$ cat config.mk
export PLATFORM = sky130hd
export DESIGN_NAME = flash_cmd_decoder
export DESIGN_NICKNAME = d
export VERILOG_FILES = /design/src/rtl/flash_cmd_pkg.sv /design/src/rtl/flash_cmd_seq.sv /design/src/rtl/flash_op_engine.sv /design/src/rtl/flash_cell_array.sv /design/src/rtl/flash_cmd_decoder.sv
export SDC_FILE = /design/constraint.sdc
export NUM_CORES = 1
export LEC_CHECK = 0
export CAP_MARGIN = 20
export CORE_MARGIN = 8
export CORE_UTILIZATION = 35
export DETAILED_ROUTE_END_ITERATION = 6
export PLACE_DENSITY = 0.48
export SETUP_SLACK_MARGIN = 0.4
export SYNTH_ARGS = -nofsm -noshare
export SYNTH_HDL_FRONTEND = slang
export SYNTH_SLANG_ARGS = --single-unit
$ cat constraint.sdc
create_clock -name clk -period 4.55 [get_ports clk]
set_input_delay 0.91 -clock clk [delete_from_list [all_inputs] [get_ports clk]]
set_output_delay 0.91 -clock clk [all_outputs]
set_load 0.05 [all_outputs]
$ cat src/rtl/flash_cmd_pkg.sv
package flash_cmd_pkg;

  typedef enum logic [3:0] {
    ST_IDLE,
    ST_U1,
    ST_U2,
    ST_PROG,
    BP_IDLE,
    BP_PROG,
    BP_ERASE,
    BP_EXIT,
    BP_R1,
    BP_R2
  } dec_state_t;

  typedef enum logic [1:0] {
    OP_PROG,
    OP_ERASE_SEC,
    OP_ERASE_CHIP
  } op_kind_t;

  localparam logic [7:0] CMD_KEY1   = 8'hAA;
  localparam logic [7:0] CMD_KEY2   = 8'h55;
  localparam logic [7:0] CMD_BYPASS = 8'h20;
  localparam logic [7:0] CMD_PROG   = 8'hA0;
  localparam logic [7:0] CMD_ERASE  = 8'h80;
  localparam logic [7:0] CMD_SECTOR = 8'h30;
  localparam logic [7:0] CMD_CHIP   = 8'h10;
  localparam logic [7:0] CMD_EXIT1  = 8'h90;
  localparam logic [7:0] CMD_EXIT2  = 8'h00;
  localparam logic [7:0] CMD_RESET  = 8'hF0;

  function automatic logic in_bypass(dec_state_t s);
    return (s == BP_IDLE) || (s == BP_PROG) || (s == BP_ERASE) ||
           (s == BP_EXIT) || (s == BP_R1) || (s == BP_R2);
  endfunction

endpackage

$ cat src/rtl/flash_cmd_seq.sv
module flash_cmd_seq
  import flash_cmd_pkg::*;
#(
  parameter int ADDR_W = 12,
  parameter int MEM_AW = 6,
  parameter int DW     = 16
) (
  input  logic              clk,
  input  logic              rst,
  input  logic              wr_en,
  input  logic [ADDR_W-1:0] wr_addr,
  input  logic [DW-1:0]     wr_data,
  input  logic              byte_mode,
  input  logic              busy,
  output logic              req_valid,
  output op_kind_t          req_kind,
  output logic [MEM_AW-1:0] req_word,
  output logic [DW-1:0]     req_data,
  output logic              bypass_active
);

  localparam logic [ADDR_W-1:0] KEYA_WORD = ADDR_W'(12'h555);
  localparam logic [ADDR_W-1:0] KEYB_WORD = ADDR_W'(12'h2AA);
  localparam logic [ADDR_W-1:0] KEYA_BYTE = ADDR_W'(12'hAAA);
  localparam logic [ADDR_W-1:0] KEYB_BYTE = ADDR_W'(12'h555);

  dec_state_t state_q, state_d;
  logic       bypass_q;
  logic       accept;
  logic       at_key_a, at_key_b;
  logic [7:0] cmd;

  assign accept   = wr_en && !busy;
  assign cmd      = wr_data[7:0];
  assign at_key_a = wr_addr == (byte_mode ? KEYA_BYTE : KEYA_WORD);
  assign at_key_b = wr_addr == (byte_mode ? KEYB_BYTE : KEYB_WORD);
  assign req_word = byte_mode ? wr_addr[MEM_AW:1] : wr_addr[MEM_AW-1:0];
  assign req_data = wr_data;

  always_comb begin
    state_d   = state_q;
    req_valid = 1'b0;
    req_kind  = OP_PROG;
    if (accept) begin
      case (state_q)
        ST_IDLE:  state_d = (at_key_a && cmd == CMD_KEY1) ? ST_U1 : ST_IDLE;
        ST_U1:    state_d = (at_key_b && cmd == CMD_KEY2) ? ST_U2 : ST_IDLE;
        ST_U2: begin
          if (at_key_a && cmd == CMD_BYPASS)    state_d = BP_IDLE;
          else if (at_key_a && cmd == CMD_PROG) state_d = ST_PROG;
          else                                  state_d = ST_IDLE;
        end
        ST_PROG: begin
          req_valid = 1'b1;
          state_d   = ST_IDLE;
        end
        BP_IDLE: begin
          if (cmd == CMD_PROG)                  state_d = BP_PROG;
          else if (cmd == CMD_ERASE)            state_d = BP_ERASE;
          else if (cmd == CMD_EXIT1)            state_d = BP_EXIT;
          else if (at_key_a && cmd == CMD_KEY1) state_d = BP_R1;
          else                                  state_d = BP_IDLE;
        end
        BP_PROG: begin
          req_valid = 1'b1;
          state_d   = BP_IDLE;
        end
        BP_ERASE: begin
          if (cmd == CMD_SECTOR) begin
            req_valid = 1'b1;
            req_kind  = OP_ERASE_SEC;
          end else if (cmd == CMD_CHIP) begin
            req_valid = 1'b1;
            req_kind  = OP_ERASE_CHIP;
          end
          state_d = BP_IDLE;
        end
        BP_EXIT:  state_d = (cmd == CMD_EXIT2) ? ST_IDLE : BP_IDLE;
        BP_R1:    state_d = (at_key_b && cmd == CMD_KEY2) ? BP_R2 : BP_IDLE;
        BP_R2:    state_d = (at_key_a && cmd == CMD_RESET) ? ST_IDLE : BP_IDLE;
        default:  state_d = ST_IDLE;
      endcase
    end
  end

  always_ff @(posedge clk) begin
    if (rst) begin
      state_q  <= ST_IDLE;
      bypass_q <= 1'b0;
    end else begin
      state_q  <= state_d;
      bypass_q <= in_bypass(state_d);
    end
  end

  assign bypass_active = bypass_q;

endmodule

$ cat src/rtl/flash_op_engine.sv
module flash_op_engine
  import flash_cmd_pkg::*;
#(
  parameter int MEM_AW   = 6,
  parameter int SEC_AW   = 4,
  parameter int DW       = 16,
  parameter int PROG_LAT = 4
) (
  input  logic              clk,
  input  logic              rst,
  input  logic              req_valid,
  input  op_kind_t          req_kind,
  input  logic [MEM_AW-1:0] req_word,
  input  logic [DW-1:0]     req_data,
  input  logic [DW-1:0]     rdata_a,
  output logic              busy,
  output logic              en_a,
  output logic              we_a,
  output logic [MEM_AW-1:0] addr_a,
  output logic [DW-1:0]     wdata_a
);

  localparam int WORDS     = 1 << MEM_AW;
  localparam int SEC_WORDS = 1 << SEC_AW;
  localparam int CNT_W     = $clog2(WORDS + PROG_LAT) + 1;

  typedef enum logic [1:0] {PH_READ, PH_WRITE, PH_WAIT} phase_t;

  logic              busy_q;
  op_kind_t          kind_q;
  phase_t            phase_q;
  logic [MEM_AW-1:0] cur_q;
  logic [CNT_W-1:0]  cnt_q;
  logic [DW-1:0]     data_q;
  logic              is_erase;

  assign is_erase = kind_q != OP_PROG;

  always_ff @(posedge clk) begin
    if (rst) begin
      busy_q  <= 1'b0;
      kind_q  <= OP_PROG;
      phase_q <= PH_READ;
      cur_q   <= '0;
      cnt_q   <= '0;
      data_q  <= '0;
    end else if (busy_q) begin
      if (cnt_q == '0) busy_q <= 1'b0;
      else             cnt_q  <= cnt_q - CNT_W'(1);
      if (is_erase)                   cur_q   <= cur_q + MEM_AW'(1);
      else if (phase_q == PH_READ)    phase_q <= PH_WRITE;
      else if (phase_q == PH_WRITE)   phase_q <= PH_WAIT;
    end else if (req_valid) begin
      busy_q  <= 1'b1;
      kind_q  <= req_kind;
      phase_q <= PH_READ;
      data_q  <= req_data;
      case (req_kind)
        OP_ERASE_SEC: begin
          cur_q <= {req_word[MEM_AW-1:SEC_AW], {SEC_AW{1'b0}}};
          cnt_q <= CNT_W'(SEC_WORDS - 1);
        end
        OP_ERASE_CHIP: begin
          cur_q <= '0;
          cnt_q <= CNT_W'(WORDS - 1);
        end
        default: begin
          cur_q <= req_word;
          cnt_q <= CNT_W'(PROG_LAT - 1);
        end
      endcase
    end
  end

  assign busy    = busy_q;
  assign addr_a  = cur_q;
  assign en_a    = busy_q && (is_erase || phase_q != PH_WAIT);
  assign we_a    = busy_q && (is_erase || phase_q == PH_WRITE);
  assign wdata_a = is_erase ? {DW{1'b1}} : (rdata_a & data_q);

endmodule

$ cat src/rtl/flash_cell_array.sv
module flash_cell_array #(
  parameter int MEM_AW = 6,
  parameter int DW     = 16
) (
  input  logic              clk,
  input  logic              en_a,
  input  logic              we_a,
  input  logic [MEM_AW-1:0] addr_a,
  input  logic [DW-1:0]     wdata_a,
  output logic [DW-1:0]     rdata_a,
  input  logic [MEM_AW-1:0] addr_b,
  output logic [DW-1:0]     rdata_b
);

  localparam int WORDS = 1 << MEM_AW;

  logic [DW-1:0] cells [WORDS];

  initial begin
    for (int i = 0; i < WORDS; i++) cells[i] = {DW{1'b1}};
  end

  always_ff @(posedge clk) begin
    if (en_a) begin
      rdata_a <= cells[addr_a];
      if (we_a) cells[addr_a] <= wdata_a;
    end
    rdata_b <= cells[addr_b];
  end

endmodule

$ cat src/rtl/flash_cmd_decoder.sv
module flash_cmd_decoder
  import flash_cmd_pkg::*;
#(
  parameter int ADDR_W   = 12,
  parameter int MEM_AW   = 6,
  parameter int SEC_AW   = 4,
  parameter int DW       = 16,
  parameter int PROG_LAT = 4
) (
  input  logic              clk,
  input  logic              rst,
  input  logic              wr_en,
  input  logic [ADDR_W-1:0] wr_addr,
  input  logic [DW-1:0]     wr_data,
  input  logic              byte_mode,
  input  logic [MEM_AW-1:0] rd_addr,
  output logic [DW-1:0]     rd_data,
  output logic              busy,
  output logic              bypass_active
);

  logic              req_valid;
  op_kind_t          req_kind;
  logic [MEM_AW-1:0] req_word;
  logic [DW-1:0]     req_data;
  logic              mem_en, mem_we;
  logic [MEM_AW-1:0] mem_addr;
  logic [DW-1:0]     mem_wdata, mem_rdata;

  flash_cmd_seq #(.ADDR_W(ADDR_W), .MEM_AW(MEM_AW), .DW(DW)) u_seq (
    .clk(clk), .rst(rst), .wr_en(wr_en), .wr_addr(wr_addr), .wr_data(wr_data),
    .byte_mode(byte_mode), .busy(busy), .req_valid(req_valid), .req_kind(req_kind),
    .req_word(req_word), .req_data(req_data), .bypass_active(bypass_active)
  );

  flash_op_engine #(.MEM_AW(MEM_AW), .SEC_AW(SEC_AW), .DW(DW), .PROG_LAT(PROG_LAT)) u_eng (
    .clk(clk), .rst(rst), .req_valid(req_valid), .req_kind(req_kind),
    .req_word(req_word), .req_data(req_data), .rdata_a(mem_rdata), .busy(busy),
    .en_a(mem_en), .we_a(mem_we), .addr_a(mem_addr), .wdata_a(mem_wdata)
  );

  flash_cell_array #(.MEM_AW(MEM_AW), .DW(DW)) u_mem (
    .clk(clk), .en_a(mem_en), .we_a(mem_we), .addr_a(mem_addr), .wdata_a(mem_wdata),
    .rdata_a(mem_rdata), .addr_b(rd_addr), .rdata_b(rd_data)
  );

endmodule

==> flow_summary.ini <==
[clock_tree]
ctsHoldBuffers = 0
numCtsBuffers = 119
cts_tree = yes
clock_latency_ns = 0.76
cts_htree_levels = 3
clkSlewWorstSetupHoldPaths_ns = 0.06
post_cts_resized = 0
cts_setup_buffers = 0
ctsRootBufferMaster = clkbuf_16
cts_buffer_depth = 3
cts_sinks = 1096

[power_and_ir_drop]
p_leak_nw = 15.6
ir_drop_mv = 0.297
power.density_nw_per_um2 = 356

[synth]
ys_seq_area_frac = 0.640
synth_flop_cell = edfxtp_1
yosys_warnings = 0
synth.cell_area_um2 = 50600
ys_top_cells_by_area = edfxtp_1 (62%), mux4_2 (18%), mux2i_1 (2.8%)
ys_ff_latch = 1096
yosysMostFrequentCell = edfxtp_1
synth_cell_types = 67
synth_edf_count = 1040
synth-async-reset-ratio = 0
avgSynthCellArea_um2 = 17.2
synth_common_cells = edfxtp_1 (1040), mux4_2 (399), nor2_1 (200)
synth_top_area_frac = 0.617
synth_nets = 2991
synthCells = 2949
synth_largest_area_cell = edfxtp_1

[routing]
wl_per_cell_um = 38.5
first_pass_iters = 6
drt-total-wl_mm = 198
ant_nets = 0
drc = 0
vias = 32700
drt-vias-per-instance = 6.36
drt_iter0_drc = 4571

[critical_path]
start_kind = flip-flop
crit_fanout = 30
r2r_cells = 8
critPathRequiredTime_ns = 4.91
criticalPathCategory = flip-flop to flip-flop
timing.rr.end = u_mem.rdata_a[0]
critical_path_arrival_ns = 4.23
r2r-start = u_eng.addr_a[2]
startpoint = u_eng.addr_a[2]
rrSetupSlack_ns = 0.68
end_kind = flip-flop

[status]
status = completed

[timing]
fmax_ghz = 0.259
fin_skew_ns = 0.0480
hold_violations = 0
tns_ns = 0
worst_pin_slew_ns = 1.09
setup_viol = 0
finalCritPeriodShare = 0.850
slew_headroom = 0.272
min_period_ns = 3.87
drv_slew = 0
rsz0062_at_grt = false

[floorplanning]
pin_count = 56
row_count = 139
start_util = 0.352
die_area_um2 = 157000
fp.dieW_um = 396
die_h_um = 396
fp.coreArea_um2 = 143000

[job]
cap_violations = 0

[global_routing]
grt_use_total = 0.245
grt_pass1_vias = 32400
grt_first_pass_wirelength_mm = 271
grt_max_degree = 65
antenna_found_initial = 14
overflow = 0

[cells_and_area]
nets = 3172
layout-drive-gt1-share = 0.314
synthToLayoutAreaGrowth_pct = 16.2
instances_no_fill = 5140

[placed_design]
port_buffers = 55
dp.cells = 4911
gp_congestion = 0.931
dp_hpwl_mm = 126

[min_path]
min_delay_path_depth = 2
hold_path_class = flip-flop to flip-flop
worstHoldStart = u_eng.kind_q[0]
holdPathEnd = u_eng.kind_q[0]
-- cell families after synthesis --
group / after synthesis / share of synthesized area
flip-flops: 1096 / 0.640
XOR/XNOR: 4 / 0.000693
adder cells (fa/ha/maj): 4 / 0.000990
buffers and inverters: 247 / 0.0225
AO/OA/AOI/OAI: 541 / 0.0734
multiplexers: 623 / 0.224
AND/OR/NAND/NOR: 434 / 0.0387
-- worst max-delay path by stage --
| stage | to | slack, ns | depth (start not counted) |
|---|---|---|---|
| 6_report | u_mem.rdata_a[0] | 0.68 | 8 |
| 5_1_grt | u_mem.rdata_a[0] | 0.79 | 8 |
| 4_1_cts | u_mem.rdata_a[9] | 0.89 | 9 |
| 3_5_place_dp | u_mem.rdata_b[4] | 0.68 | 7 |
| 3_3_place_gp | u_mem.rdata_b[1] | 0.65 | 8 |
| 2_1_floorplan | u_mem.rdata_b[2] | 1.53 | 8 |
-- final cells by class --
class | count | area, um^2
Sequential cell | 1096 | 32400
Clock buffer | 141 | 3100
Multi-Input combinational cell | 1606 | 17400
Inverter | 11 | 42.5
Tap cell | 1903 | 2380
Clock inverter | 81 | 701
Antenna cell | 6 | 15.0
Fill cell | 12800 | 84700
Timing Repair Buffer | 296 | 2770
-- metal layers --
layer / vias up / part of all wire / track usage
met4: 4 / 0.051 / 0.106
met2: 2039 / 0.44 / 0.369
li1: 12800 / - / -
met1: 17400 / 0.40 / 0.334
met3: 432 / 0.10 / 0.0676
met5: - / 0.00011 / 0
-- state kept, by name, indices dropped and copies added (netlist names), 4 cells and up --
register and count:
u_seq.state_q 4, u_mem.rdata_a 16, u_mem.cells 1024, u_eng.addr_a 6
u_eng.data_q 16, u_mem.rdata_b 16, u_eng.cnt_q 8
-- where the power goes --
part	switching [mW]	internal [mW]	total (mW)	leakage, nW
logic	0.287	0.213	0.500	5.93
registers	0.00578	10.9	10.9	7.78
clock network	4.09	5.46	9.55	1.85
-- cells in the final DEF (no fill, tap or decap), drive strengths merged, types with 8 or more instances in the layout --
| master | count |
|---|---|
| a211oi | 17 |
| a21oi | 124 |
| a221oi | 85 |
| a22o | 26 |
| a22oi | 105 |
| buf | 247 |
| bufinv | 11 |
| clkbuf | 141 |
| clkdlybuf4s50 | 49 |
| clkinv | 60 |
| clkinvlp | 9 |
| dfxtp | 56 |
| edfxtp | 1040 |
| inv | 12 |
| mux2 | 85 |
| mux2i | 139 |
| mux4 | 399 |
| nand2 | 113 |
| nand2b | 13 |
| nand3 | 14 |
| nand4 | 8 |
| nor2 | 200 |
| nor2b | 12 |
| nor3 | 18 |
| nor4 | 8 |
| o211ai | 11 |
| o21ai | 66 |
| o22ai | 60 |
| or3 | 9 |
| or4 | 8 |
-- through the flow --
| stage | hold slack [ns] | util | cell area [um^2] | total power, mW | setup WS, ns |
|---|---|---|---|---|---|
| 4_1_cts | 0.505 | 0.409 | 58700 | 21.1 | 0.887 |
| 2_1_floorplan | 0.449 | - | 50600 | 11.4 | 1.53 |
| 5_1_grt | 0.523 | 0.409 | 58700 | 21.5 | 0.789 |
| 6_report | 0.507 | 0.409 | 58800 | 20.9 | 0.685 |
| 3_3_place_gp | 0.482 | 0.382 | 54900 | 11.6 | 0.647 |
| 3_5_place_dp | 0.496 | 0.383 | 54900 | 11.6 | 0.684 |
-- critical path, cell delays in order, from the launching register on --
cell	delay [ns]
dfxtp_4	0.55
buf_12	0.32
and3_1	0.54
buf_4	0.39
a221o_1	0.32
a221oi_1	0.70
o22ai_1	0.19
nor3_1	0.15
o21ai_0	0.25
(Power assumes the default switching activity.)
